===== config.mk =====
export PLATFORM = sky130hd
export DESIGN_NAME = adc_corr_top
export DESIGN_NICKNAME = d
export VERILOG_FILES = /design/src/rtl/adc_corr_pkg.sv /design/src/rtl/adc_corr_fa.sv /design/src/rtl/adc_corr_align.sv /design/src/rtl/adc_corr_sum.sv /design/src/rtl/adc_corr_top.sv
export SDC_FILE = /design/constraint.sdc
export NUM_CORES = 1
export LEC_CHECK = 0
export BUFFER_PORTS_ARGS = -buffer_cell sky130_fd_sc_hd__buf_4
export CAP_MARGIN = 20
export CORE_UTILIZATION = 29
export CTS_BUF_LIST = sky130_fd_sc_hd__clkbuf_16
export DETAILED_ROUTE_END_ITERATION = 10
export GPL_TIMING_DRIVEN = 0
export HOLD_SLACK_MARGIN = 0.06
export PLACE_DENSITY = 0.49
export RECOVER_POWER = 25
export SLEW_MARGIN = 20
export SYNTH_ARGS = -nofsm -noshare
export SYNTH_HDL_FRONTEND = slang
export SYNTH_SLANG_ARGS = --single-unit

===== constraint.sdc =====
create_clock -name clk -period 2.44 [get_ports clk]
set_clock_uncertainty 0.2 [all_clocks]
set_input_delay 0.488 -clock clk [delete_from_list [all_inputs] [get_ports clk]]
set_output_delay 0.488 -clock clk [all_outputs]
set_load 0.03 [all_outputs]

===== src/rtl/adc_corr_pkg.sv =====
package adc_corr_pkg;

  localparam int CODE_W = 2;

  typedef logic [CODE_W-1:0] stage_code_t;

  localparam stage_code_t CODE_BAD = 2'b11;
  localparam stage_code_t CODE_TOP = 2'b10;

  // Fold the out-of-range raw code onto the largest legal one.
  function automatic stage_code_t fold_code(input stage_code_t c);
    return (c == CODE_BAD) ? CODE_TOP : c;
  endfunction

endpackage


===== src/rtl/adc_corr_fa.sv =====
module adc_corr_fa (
  input  logic a,
  input  logic b,
  input  logic ci,
  output logic s,
  output logic co
);

  logic p;

  assign p  = a ^ b;
  assign s  = p ^ ci;
  assign co = (a & b) | (ci & p);

endmodule


===== src/rtl/adc_corr_align.sv =====
module adc_corr_align
  import adc_corr_pkg::*;
#(
  parameter int NUM_STAGES = 6
) (
  input  logic                         clk,
  input  logic                         rst_n,
  input  logic                         in_valid,
  input  logic [NUM_STAGES*CODE_W-1:0] codes_in,
  output logic [NUM_STAGES*CODE_W-1:0] codes_out,
  output logic [NUM_STAGES-1:0]        vld_tap
);

  // Valid chain: tap k is in_valid delayed by k clocks, i.e. the validity
  // of the sample that stage k is presenting right now.
  logic [NUM_STAGES-1:1] vld_q;
  logic [NUM_STAGES-1:1] vld_d;

  always_comb begin
    vld_d[1] = in_valid;
    for (int i = 2; i < NUM_STAGES; i++) begin
      vld_d[i] = vld_q[i-1];
    end
  end

  always_ff @(posedge clk or negedge rst_n) begin
    if (!rst_n) begin
      vld_q <= '0;
    end else begin
      vld_q <= vld_d;
    end
  end

  assign vld_tap = {vld_q, in_valid};

  // Per-stage skew compensation: stage k waits NUM_STAGES-1-k clocks.
  for (genvar k = 0; k < NUM_STAGES; k++) begin : g_stage
    localparam int DEPTH = NUM_STAGES - 1 - k;
    if (DEPTH == 0) begin : g_thru
      assign codes_out[k*CODE_W +: CODE_W] = codes_in[k*CODE_W +: CODE_W];
    end else begin : g_dly
      stage_code_t sr_q [DEPTH];
      stage_code_t sr_d [DEPTH];

      always_comb begin
        sr_d[0] = codes_in[k*CODE_W +: CODE_W];
        for (int i = 1; i < DEPTH; i++) begin
          sr_d[i] = sr_q[i-1];
        end
      end

      always_ff @(posedge clk or negedge rst_n) begin
        if (!rst_n) begin
          for (int i = 0; i < DEPTH; i++) begin
            sr_q[i] <= '0;
          end
        end else begin
          for (int i = 0; i < DEPTH; i++) begin
            sr_q[i] <= sr_d[i];
          end
        end
      end

      assign codes_out[k*CODE_W +: CODE_W] = sr_q[DEPTH-1];
    end
  end

endmodule


===== src/rtl/adc_corr_sum.sv =====
module adc_corr_sum
  import adc_corr_pkg::*;
#(
  parameter int NUM_STAGES = 6,
  parameter int SUM_W      = NUM_STAGES + 1
) (
  input  logic [NUM_STAGES*CODE_W-1:0] codes,
  output logic [SUM_W-1:0]             sum,
  output logic                         ovf
);

  logic [NUM_STAGES:0][SUM_W-1:0] acc;
  logic [NUM_STAGES-1:0]          cout;

  assign acc[0] = '0;

  // One ripple-carry adder per stage; each adds the stage code shifted
  // one place less than the stage before, giving the one-bit overlap.
  for (genvar k = 0; k < NUM_STAGES; k++) begin : g_term
    localparam int SH = NUM_STAGES - 1 - k;
    logic [SUM_W-1:0] addend;
    logic [SUM_W:0]   cy;

    assign addend = SUM_W'(codes[k*CODE_W +: CODE_W]) << SH;
    assign cy[0]  = 1'b0;

    for (genvar b = 0; b < SUM_W; b++) begin : g_bit
      adc_corr_fa u_fa (
        .a  (acc[k][b]),
        .b  (addend[b]),
        .ci (cy[b]),
        .s  (acc[k+1][b]),
        .co (cy[b+1])
      );
    end

    assign cout[k] = cy[SUM_W];
  end

  assign sum = acc[NUM_STAGES];
  assign ovf = |cout;

endmodule


===== src/rtl/adc_corr_top.sv =====
module adc_corr_top
  import adc_corr_pkg::*;
#(
  parameter int NUM_STAGES = 6
) (
  input  logic                         clk,
  input  logic                         rst_n,
  input  logic                         in_valid,
  input  logic [NUM_STAGES*CODE_W-1:0] stage_codes,
  output logic                         out_valid,
  output logic [NUM_STAGES-1:0]        out_code,
  output logic                         code_err
);

  localparam int OUT_W = NUM_STAGES;
  localparam int SUM_W = OUT_W + 1;
  localparam logic [OUT_W-1:0] OUT_MAX = '1;

  logic [NUM_STAGES*CODE_W-1:0] folded;
  logic [NUM_STAGES*CODE_W-1:0] aligned;
  logic [NUM_STAGES-1:0]        vld_tap;
  logic [NUM_STAGES-1:0]        bad_vec;
  logic                         bad_hit;
  logic                         vld_aligned;
  logic [SUM_W-1:0]             sum_raw;
  logic                         sum_ovf;
  logic [OUT_W-1:0]             sat_code;

  logic             out_valid_q, out_valid_d;
  logic [OUT_W-1:0] out_code_q,  out_code_d;
  logic             err_q,       err_d;

  // Fold and range-check each incoming code against its own sample's valid.
  for (genvar k = 0; k < NUM_STAGES; k++) begin : g_chk
    assign folded[k*CODE_W +: CODE_W] = fold_code(stage_codes[k*CODE_W +: CODE_W]);
    assign bad_vec[k] = (stage_codes[k*CODE_W +: CODE_W] == CODE_BAD) & vld_tap[k];
  end

  assign bad_hit = |bad_vec;

  adc_corr_align #(
    .NUM_STAGES (NUM_STAGES)
  ) u_align (
    .clk       (clk),
    .rst_n     (rst_n),
    .in_valid  (in_valid),
    .codes_in  (folded),
    .codes_out (aligned),
    .vld_tap   (vld_tap)
  );

  assign vld_aligned = vld_tap[NUM_STAGES-1];

  adc_corr_sum #(
    .NUM_STAGES (NUM_STAGES),
    .SUM_W      (SUM_W)
  ) u_sum (
    .codes (aligned),
    .sum   (sum_raw),
    .ovf   (sum_ovf)
  );

  // The top bit of the sum is set exactly when the value exceeds OUT_MAX.
  assign sat_code = sum_raw[OUT_W] ? OUT_MAX : sum_raw[OUT_W-1:0];

  always_comb begin
    out_valid_d = vld_aligned;
    out_code_d  = vld_aligned ? sat_code : out_code_q;
    err_d       = err_q | bad_hit;
  end

  always_ff @(posedge clk or negedge rst_n) begin
    if (!rst_n) begin
      out_valid_q <= 1'b0;
      out_code_q  <= '0;
      err_q       <= 1'b0;
    end else begin
      out_valid_q <= out_valid_d;
      out_code_q  <= out_code_d;
      err_q       <= err_d;
    end
  end

  assign out_valid = out_valid_q;
  assign out_code  = out_code_q;
  assign code_err  = err_q;

  // legal and folded codes never carry out of the widened sum.
  a_r3_no_carry_out: assert property (@(posedge clk) disable iff (!rst_n)
    !sum_ovf);

  // an aligned sample whose sum is beyond range is presented clipped.
  a_r4_clip_high: assert property (@(posedge clk) disable iff (!rst_n)
    (vld_aligned && (sum_raw > SUM_W'(OUT_MAX))) |=> (out_code == OUT_MAX));

  // error flag rises after a bad code on a valid sample.
  a_r7_err_rise: assert property (@(posedge clk) disable iff (!rst_n)
    bad_hit |=> code_err);

  // error flag never falls outside reset.
  a_r7_err_sticky: assert property (@(posedge clk) disable iff (!rst_n)
    code_err |=> code_err);

  // output word holds while no new sample lands.
  a_r9_hold_idle: assert property (@(posedge clk) disable iff (!rst_n)
    !vld_aligned |=> $stable(out_code));

  // every output pulse follows a sample taken at the head of the pipe.
  a_r5_valid_origin: assert property (@(posedge clk) disable iff (!rst_n)
    out_valid |-> $past(vld_tap[NUM_STAGES-1]));

endmodule


==> impl_metrics.env, run 1 <==
export IMPL_status="complete, but fails checks"
export IMPL_violations="negative setup slack"
export IMPL_hold_class="flip-flop to flip-flop"
export IMPL_area_growth_pct=34.8
export IMPL_setup_viol_count_final=6
export IMPL_fin_ws_ns=-0.0524
export IMPL_route_detailed_drc=0
export IMPL_insertion_delay_ns=0.28
export IMPL_worstPathArrival_ns=2.49
export IMPL_cap_violations=0
export IMPL_async_flop_share=1.00
export IMPL_synth_edff_count=0
export IMPL_synthMostInstantiatedCell="dfrtp_1"
export IMPL_p_leak_nw=0.927
export IMPL_drt_wirelength_per_cell_um=10.6
export IMPL_timing_setup_tns_ns=-0.266
export IMPL_via_per_inst=4.03
export IMPL_grt_start_max_net_pins=44
export IMPL_cts_buffers=5
export IMPL_diodes=0
export IMPL_hold_viol_final=0
export IMPL_first_pass_iters=3
export IMPL_cts_root_buf="clkbuf_16"
export IMPL_port_buffers=22
export IMPL_grt_pass1_vias=819
export IMPL_cp_num_buf_inv=0
export IMPL_h_tree_depth=2
export IMPL_rsz0062_at_grt="true"
export IMPL_ios=23
export IMPL_cp_required_ns=2.44
export IMPL_yosys_top_cells_count="dfrtp_1 (43), ha_1 (15), a31oi_1 (7), clkbuf_1 (7), nor2_1 (6)"
export IMPL_end_kind="flip-flop"
export IMPL_die_w_um=73.9
export IMPL_ys_seq_elements=43
export IMPL_cpMostUsedCell="ha_4"
export IMPL_path_clk_slew_ns=0.06
export IMPL_syn_nets=130
export IMPL_fmax_ghz=0.401
export IMPL_die_area_sq_mm=0.00546
export IMPL_fin_nets=160
export IMPL_netlist_area_sq_mm=0.00150
export IMPL_slew_headroom=0.658
export IMPL_reg2reg_slack_ns=-0.05
export IMPL_cts_tree="yes"
export IMPL_die_h_um=73.9
export IMPL_min_period_ns=2.49
export IMPL_syn_inst=100
export IMPL_nFillCells=455
export IMPL_layout_drive_gt1_share=0.298
export IMPL_ys_seq_area_frac=0.717
export IMPL_fin_total_pwr_mw=1.71
export IMPL_critical_path_max_stage_delay_ns=0.40
export IMPL_fin_crit_sh=1.02
export IMPL_yosysTopAreaCell="dfrtp_1"
export IMPL_worst_pin_slew_ns=0.513
export IMPL_critical_path_max_fanout=6
export IMPL_gp_congestion=0.649
export IMPL_grt_antenna_before_repair=0
export IMPL_rows=25
export IMPL_crit_chain="ha_4 > ha_4 > ha_4 > ha_4 > ha_4 > xnor2_2 > xnor3_2 > a31oi_1"
export IMPL_ant_nets=0
export IMPL_report_final_slew_viol_count=0
export IMPL_vias=797
export IMPL_groute_usage_overall=0.0980
export IMPL_place_hpwl_um=1410
export IMPL_ys_top_cells_by_area="dfrtp_1 (72%), ha_1 (13%), a31oi_1 (2.9%)"
export IMPL_drt_iter0_drc=26
export IMPL_synth_ff_type="dfrtp_1"
export IMPL_clkSinkCount=43
export IMPL_initial_core_util=0.309
export IMPL_postSynthAreaPerCell_sq_um=15.0
export IMPL_wl_um=2100
export IMPL_yosysWarningCount=0
export IMPL_vdd_drop_max_mv=0.458
export IMPL_grt_ovfl_total=0
export IMPL_p_per_area_mw_per_mm2=845
export IMPL_core_area_sq_mm=0.00485
export IMPL_startpoint_type="flip-flop"
export IMPL_cts_buffer_depth=2
export IMPL_synth_cell_types=14
export IMPL_cp_slowest_cell="dfrtp_1"
export IMPL_grt_pass1_wl_um=3650
export IMPL_cp_top_family="adder cells"
export IMPL_critPathKind="flip-flop to flip-flop"
export IMPL_yosysTopAreaCellShare=0.717
-- cells by family after synthesis --
| kind of cell | Yosys count | synth area share |
|---|---|---|
| buf+inv | 12 | 0.0300 |
| fa+ha+maj | 15 | 0.125 |
| compound gates | 7 | 0.0292 |
| xor+xnor | 4 | 0.0334 |
| simple gates | 19 | 0.0651 |
| flops | 43 | 0.717 |
-- area by class of cell --
class | instances | area (sq um) | share of cell area
buffer | 7 | 26.3 | 0.0130
inverter | 5 | 18.8 | 0.00928
clock buffer | 5 | 125 | 0.0619
multi-input combinational | 45 | 477 | 0.236
tap | 67 | 83.8 | 0.0415
clock inverter | 3 | 43.8 | 0.0217
timing repair buffer | 23 | 171 | 0.0848
sequential | 43 | 1080 | 0.532
-- metal layers --
metal / track usage / vias up / part of all wire
met5: 0 / - / 0
met4: 0.0705 / 0 / 0.021
met3: 0.0494 / 5 / 0.055
met2: 0.158 / 18 / 0.53
met1: 0.0979 / 386 / 0.39
li1: - / 388 / -
-- through the flow --
| stage | setup slack, ns | util | hold slack, ns | cells | instance area, sq um |
|---|---|---|---|---|---|
| after floorplan | -0.0484 | - | -0.00759 | 100 | 1500 |
| after global placement | -0.156 | 0.361 | 0.133 | 189 | 1750 |
| after detailed placement | -0.194 | 0.361 | 0.135 | 189 | 1750 |
| after CTS | -0.190 | 0.400 | 0.116 | 198 | 1940 |
| after global routing | -0.164 | 0.417 | 0.139 | 198 | 2020 |
| final | -0.0524 | 0.417 | 0.146 | 198 | 2020 |
-- registers in the layout, indices dropped and copies added (netlist names) --
signal	count
code_err	1
out_code	6
out_valid	1
u_align.codes_out	8
u_align.g_stage.g_dly.sr_d	20
u_align.g_stage.g_dly.sr_q	2
u_align.vld_q	5
-- cells in the final DEF (no fill, tap or decap) --
cell	n
nor2b_1	5
nand2b_1	1
nand4_1	1
xnor2_2	1
dfrtp_1	43
clkinv_4	1
inv_1	5
xnor3_2	1
nand3_1	5
clkbuf_4	1
ha_1	7
clkbuf_16	5
xnor2_1	1
ha_2	1
bufinv_16	1
buf_4	20
xor2_1	1
nor2_1	6
clkbuf_1	8
a31oi_1	7
and3_1	1
dlygate4sd3_1	1
ha_4	7
clkinv_2	1
-- repair_timing --
action                                  in CTS  in global routing
endpoints found under the setup margin       6                  6
pin swaps                                    6                  8
gates cloned                                 0                  0
resized for setup                            1                  8
endpoints found under the hold margin       43                  0
setup buffers                                0                  0
hold buffers                                 1                  0
-- power breakdown --
part | total, mW | internal, mW | switching [mW]
Combinational | 0.196 | 0.0894 | 0.106
Clock | 0.733 | 0.482 | 0.252
Sequential | 0.779 | 0.760 | 0.0191
-- worst paths after layout --
check                                                 startpoint                               end  cells past startpoint
worst min register to register  u_align.g_stage[2].g_dly.sr_d[0]              u_align.codes_out[4]                      0
worst max-delay path                        u_align.codes_out[0]                       out_code[1]                      8
min in group asynchronous                                  rst_n  u_align.g_stage[4].g_dly.sr_q[0]                      2
max in group asynchronous                                  rst_n  u_align.g_stage[0].g_dly.sr_d[4]                      2
worst max register to register              u_align.codes_out[0]                       out_code[1]                      8
worst min-delay path            u_align.g_stage[2].g_dly.sr_d[0]              u_align.codes_out[4]                      0
No activity file was read; power rests on OpenSTA's default activity.
==> run 2, diff against run 1 <==
CORE_UTILIZATION = 37   (was 29)
PLACE_DENSITY = 0.59   (was 0.49)
==> run 2 against run 1 <==
  * The run still ends with negative setup slack left
  * Core utilization increased by 8.3 points
  * Sequential power about the same
  * Count of clock-buffer cells in the layout unchanged
  * Non-clock buffer count unchanged
  * Routed wire length decreased by 12%
  * Die area decreased by 21%
  * Power decreased by 9.2%
  * Final cell count decreased by 9.6%
==> impl_metrics.env, run 2 (synthesis gave the netlist of run 1 again) <==
export IMPL_seqCellArea_sq_mm=0.00108
export IMPL_drt_iter0_drc=17
export IMPL_p_sw_uw=346
export IMPL_cp_slowest_cell="dfrtp_1"
export IMPL_report_final_slew_viol_count=0
export IMPL_p_leak_nw=0.923
export IMPL_grt_pass1_wl_um=3510
export IMPL_final_common_cell="dfrtp_1"
export IMPL_hold_class="flip-flop to flip-flop"
export IMPL_place_area_sq_mm=0.00173
export IMPL_grt_antenna_before_repair=0
export IMPL_worstPathArrival_ns=2.57
export IMPL_core_area_sq_mm=0.00377
export IMPL_die_area_sq_mm=0.00431
export IMPL_ant_nets=0
export IMPL_setup_viol_count_final=6
export IMPL_cap_violations=0
export IMPL_swShare=0.223
export IMPL_area_growth_pct=25.8
export IMPL_wl_um=1850
export IMPL_hold_ws_ns=0.146
export IMPL_cp_required_ns=2.43
export IMPL_gp_congestion=0.661
export IMPL_p_int_mw=1.21
export IMPL_cts_tree="yes"
export IMPL_grt_util_met1=0.130
export IMPL_critical_path_max_fanout=6
export IMPL_route_detailed_drc=0
export IMPL_h_tree_depth=2
export IMPL_grt_pass1_vias=833
export IMPL_final_cell_mix="dfrtp_1 (43), buf_4 (21), ha_1 (14)"
export IMPL_path_clk_slew_ns=0.06
export IMPL_violations="negative setup slack"
export IMPL_diodes=0
export IMPL_initial_core_util=0.398
export IMPL_critical_path_max_stage_delay_ns=0.36
export IMPL_place_hpwl_um=1350
export IMPL_insertion_delay_ns=0.27
export IMPL_end_kind="flip-flop"
export IMPL_die_w_um=65.7
export IMPL_post_place_ws_ns=-0.176
export IMPL_clock_power_share=0.390
export IMPL_drt_wirelength_per_cell_um=10.3
export IMPL_port_buffers=22
export IMPL_via_per_inst=4.38
export IMPL_combPwrFrac=0.108
export IMPL_worst_pin_slew_ns=0.499
export IMPL_clkSinkCount=43
export IMPL_fin_crit_sh=1.06
export IMPL_met2_usage=0.184
export IMPL_ios=23
export IMPL_cts_buffers=5
export IMPL_crit_chain="ha_1 > ha_1 > ha_1 > ha_1 > ha_2 > xnor2_2 > xnor3_2 > a31oi_1"
export IMPL_cp_num_buf_inv=0
export IMPL_startpoint_type="flip-flop"
export IMPL_grt_ovfl_total=0
export IMPL_cts_root_buf="clkbuf_16"
export IMPL_pwr_share_seq=0.502
export IMPL_rsz0062_at_grt="true"
export IMPL_multi_input_area_sq_um=389
export IMPL_largest_reg_flops=20
export IMPL_grt_start_max_net_pins=44
export IMPL_grt_busiest_layer="met2"
export IMPL_grt_use_met3=0.0365
export IMPL_hold_viol_final=0
export IMPL_fin_nets=160
export IMPL_final_cell_area_sq_mm=0.00189
export IMPL_die_h_um=65.7
export IMPL_vdd_drop_max_mv=0.417
export IMPL_vias=784
export IMPL_layout_drive_gt1_share=0.244
export IMPL_critPathKind="flip-flop to flip-flop"
export IMPL_p_per_area_mw_per_mm2=822
export IMPL_status="complete, but fails checks"
export IMPL_first_pass_iters=4
export IMPL_fmax_ghz=0.387
export IMPL_cp_top_family="adder cells"
export IMPL_slew_headroom=0.667
export IMPL_min_period_ns=2.58
export IMPL_groute_usage_overall=0.111
export IMPL_fin_ws_ns=-0.144
export IMPL_nFillCells=329
export IMPL_cts_buffer_depth=2
export IMPL_rows=22
export IMPL_cpMostUsedCell="ha_1"
## run 2: cell count changes in the layout (fill, tap and decap cells not counted), sizes merged
cell / delta
clkinvlp: +1
bufinv: -1
clkinv: -1
buf: +1
clkbuf: -1
inv: +1
## run 2: power by group through the flow
stage                     clock network (mW)  registers, mW  logic [mW]
after floorplan                            0          0.824      0.0588
after global placement                     0          0.790       0.168
after detailed placement                   0          0.793       0.170
after CTS                              0.627          0.780       0.172
after global routing                   0.664          0.785       0.189
final                                  0.606          0.779       0.167
## run 2: routing by layer
metal,share of wire,wire length [um]
met1,0.43,798
met2,0.52,956
met3,0.052,96
met4,0,0
met5,0,0
## run 2: final cells by class
class / instances / area share
Buffer: 7 / 0.0139
Clock buffer: 5 / 0.0663
Clock inverter: 3 / 0.00862
Inverter: 5 / 0.00995
Multi-Input combinational cell: 45 / 0.206
Sequential cell: 43 / 0.570
Tap cell: 48 / 0.0318
Timing Repair Buffer: 23 / 0.0928
## run 2: per-stage QoR
step	util	TNS [ns]	total power [mW]	std cells
finish	0.500	-0.812	1.55	179
global placement	0.458	-0.811	0.958	170
floorplan	-	-0.290	0.883	100
global route	0.500	-1.43	1.64	179
CTS	0.500	-0.930	1.58	179
detailed placement	0.458	-0.977	0.963	170
## run 2: final timing paths
kind	from	to	slack, ns	depth (start not counted)
max	u_align.codes_out[3]	out_code[1]	-0.14	8
min	u_align.g_stage[1].g_dly.sr_d[4]	u_align.g_stage[1].g_dly.sr_d[2]	0.15	0
max reg2reg	u_align.codes_out[3]	out_code[1]	-0.14	8
min reg2reg	u_align.g_stage[1].g_dly.sr_d[4]	u_align.g_stage[1].g_dly.sr_d[2]	0.15	0
max in group asynchronous	rst_n	out_code[3]	1.16	2
min in group asynchronous	rst_n	u_align.vld_q[1]	0.53	2
## run 2: timing repair
action,in CTS,in global routing
pin swaps,6,0
endpoints found under the setup margin,6,6
hold buffers,1,0
cloned,0,0
setup buffers,0,0
endpoints found under the hold margin,43,0
resized for setup,1,0
==> run 3, diff against run 2 <==
--- a/config.mk
+++ b/config.mk
@@ -7,2 +7,3 @@
 export LEC_CHECK = 0
+export ABC_AREA = 1
 export BUFFER_PORTS_ARGS = -buffer_cell sky130_fd_sc_hd__buf_4
--- a/constraint.sdc
+++ b/constraint.sdc
@@ -4,2 +4,2 @@
 set_output_delay 0.488 -clock clk [all_outputs]
-set_load 0.03 [all_outputs]
+set_load 0.05 [all_outputs]
==> run 3 against run 2 <==
  * The run now ends clean
  * Worst setup slack improved by 0.15 ns
  * Sequential power about the same
  * Sequential cell count is the same
  * Critical path depth up 6
  * Die area rose by 9.7%
  * Synthesized area rose by 10%
  * Largest cell class unchanged
==> impl_metrics.env, run 3 <==
export IMPL_ant_nets=0
export IMPL_die_h_um=68.8
export IMPL_place_hpwl_um=1610
export IMPL_port_buffers=22
export IMPL_cts_buffer_depth=2
export IMPL_async_flop_share=1.00
export IMPL_vias=957
export IMPL_synth_ff_type="dfrtp_1"
export IMPL_fmax_ghz=0.411
export IMPL_ys_seq_area_frac=0.652
export IMPL_critPathKind="flip-flop to flip-flop"
export IMPL_wl_um=2480
export IMPL_post_cts_setup_buffers=0
export IMPL_postSynthAreaPerCell_sq_um=11.9
export IMPL_grt_pass1_vias=939
export IMPL_synthMostInstantiatedCell="dfrtp_1"
export IMPL_route_detailed_drc=0
export IMPL_groute_usage_overall=0.121
export IMPL_cp_slowest_cell="dfrtp_1"
export IMPL_first_pass_iters=4
export IMPL_timing_rr_end="out_code[0]"
export IMPL_r2r_start="u_align.codes_out[3]"
export IMPL_final_cell_mix="dfrtp_1 (43), buf_4 (21), nand2_1 (19)"
export IMPL_p_per_area_mw_per_mm2=763
export IMPL_critical_path_max_fanout=6
export IMPL_synth_top_family_by_area="simple AND/OR/NAND/NOR gates"
export IMPL_hold_viol_final=0
export IMPL_yosysTopAreaCellShare=0.652
export IMPL_hold_class="flip-flop to flip-flop"
export IMPL_largest_reg_flops=20
export IMPL_cpMostUsedCell="ha_4"
export IMPL_synthSimpleGateAreaFrac=0.167
export IMPL_grt_antenna_before_repair=0
export IMPL_slew_headroom=0.662
export IMPL_worst_pin_slew_ns=0.506
export IMPL_fin_ws_ns=0.00768
export IMPL_yosysTopAreaCell="dfrtp_1"
export IMPL_clkSinkCount=43
export IMPL_synth_cell_types=15
export IMPL_synth_mux_area_fraction=0
export IMPL_rows=23
export IMPL_post_place_ws_ns=-0.163
export IMPL_die_area_sq_mm=0.00473
export IMPL_cap_violations=0
export IMPL_critical_path_max_stage_delay_ns=0.40
export IMPL_ios=23
export IMPL_yosysWarningCount=0
export IMPL_setup_viol_count_final=0
export IMPL_netlist_area_sq_mm=0.00165
export IMPL_reg2reg_slack_ns=0.008
export IMPL_h_tree_depth=2
export IMPL_path_clk_slew_ns=0.06
export IMPL_rsz0062_at_grt="true"
export IMPL_ys_seq_elements=43
export IMPL_syn_inst=139
export IMPL_yosys_area_share_adder=0.114
export IMPL_area_growth_pct=30.1
export IMPL_initial_core_util=0.398
export IMPL_min_from="u_align.g_stage[2].g_dly.sr_d[2]"
export IMPL_grt_pass1_wl_um=4000
export IMPL_ys_top_cells_by_area="dfrtp_1 (65%), ha_1 (11%), nand2_1 (4.3%)"
export IMPL_cp_num_buf_inv=2
export IMPL_diodes=0
export IMPL_drt_wirelength_per_cell_um=11.3
export IMPL_synth_compound_area_frac=0.00303
export IMPL_fin_nets=199
export IMPL_insertion_delay_ns=0.28
export IMPL_synthXorXnorAreaFrac=0.00986
export IMPL_status="complete, no violations"
export IMPL_cts_tree="yes"
export IMPL_drt_iter0_drc=11
export IMPL_die_w_um=68.8
export IMPL_syn_nets=169
export IMPL_hold_path_cell_count=0
export IMPL_via_per_inst=4.35
export IMPL_fin_crit_sh=0.997
export IMPL_vdd_drop_max_mv=0.409
export IMPL_yosys_top_cells_count="dfrtp_1 (43), nand2_1 (19), inv_1 (18)"
export IMPL_worstPathArrival_ns=2.41
export IMPL_end_kind="flip-flop"
export IMPL_cp_top_family="adder cells"
export IMPL_rr_worst_depth=14
export IMPL_min_period_ns=2.43
export IMPL_cts_root_buf="clkbuf_16"
export IMPL_synth_edff_count=0
export IMPL_crit_chain="ha_4 > ha_4 > ha_4 > ha_4 > ha_4 > inv_2 > nand2_1 > nand2_1 > nand2_2 > nand2_2 > nand2_4 > nand3_1 > nand2_1 > inv_1"
export IMPL_p_leak_nw=1.05
export IMPL_grt_ovfl_total=0
export IMPL_hold_path_endpoint="u_align.g_stage[2].g_dly.sr_d[0]"
export IMPL_core_area_sq_mm=0.00414
export IMPL_gp_congestion=0.750
export IMPL_startpoint_type="flip-flop"
export IMPL_hold_ws_ns=0.144
export IMPL_layout_drive_gt1_share=0.312
export IMPL_report_final_slew_viol_count=0
export IMPL_final_common_cell="dfrtp_1"
export IMPL_grt_start_max_net_pins=44
export IMPL_cp_required_ns=2.41
export IMPL_cts_buffers=5
## run 3: cell count changes after synthesis, sizes merged, moves of 5 or more
cell and change:
a31oi -7, inv +13, nand2 +24, nand3 +7, nor2 +5, nor2b -5, or2 +6
## run 3: worst max path at each step
| stage | from | end | slack [ns] | depth (start not counted) |
|---|---|---|---|---|
| 6_report | u_align.codes_out[3] | out_code[0] | 0.008 | 14 |
| 5_1_grt | u_align.codes_out[3] | out_code[1] | -0.09 | 14 |
| 4_1_cts | u_align.codes_out[3] | out_code[0] | -0.16 | 14 |
| 3_5_place_dp | u_align.codes_out[3] | out_code[0] | -0.16 | 14 |
| 3_3_place_gp | u_align.codes_out[3] | out_code[1] | -0.1 | 14 |
| 2_1_floorplan | u_align.codes_out[3] | out_code[0] | 0.008 | 13 |
## run 3: routing by layer
layer,wire (um),vias up,track usage
li1,-,487,-
met5,0,-,0
met1,1120,445,0.144
met3,86,7,0.0444
met4,62,0,0.0689
met2,1210,18,0.188
## run 3: cell type report
type	instances	area, sq um
Tap cell	50	62.6
Inverter	18	67.6
Multi-Input combinational cell	72	602
Clock inverter	3	16.3
Timing Repair Buffer	23	175
Buffer	6	22.5
Fill cell	374	2000
Sequential cell	43	1080
Clock buffer	5	125
## run 3: what timing repair did
item                                   CTS  global route
setup endpoints to repair                6             6
endpoints found under the hold margin   43             0
pin swaps                                1             2
hold buffers                             1             0
gates resized for setup                  1            13
## run 3: where the power goes
part / total [mW] / internal (mW) / leakage (nW) / switching, mW
combinational: 0.239 / 0.0980 / 0.472 / 0.141
sequential: 0.777 / 0.758 / 0.508 / 0.0187
clock: 0.623 / 0.373 / 0.0710 / 0.250
total: 1.64 / 1.23 / 1.05 / 0.410
## run 3: through the flow
stage / cell area, sq um / instances / total power [mW] / TNS (ns) / utilization
2_1_floorplan: 1650 / 139 / 0.914 / 0 / -
3_3_place_gp: 1880 / 211 / 0.988 / -0.545 / 0.453
3_5_place_dp: 1880 / 211 / 0.993 / -0.883 / 0.453
4_1_cts: 2030 / 220 / 1.63 / -0.851 / 0.490
5_1_grt: 2150 / 220 / 1.72 / -0.431 / 0.518
6_report: 2150 / 220 / 1.64 / 0 / 0.518
## run 3: cells by family after synthesis
logic type | count (synthesis)
compound gates | 1
xor+xnor | 1
fa+ha+maj | 15
buf+inv | 24
flops | 43
simple gates | 55
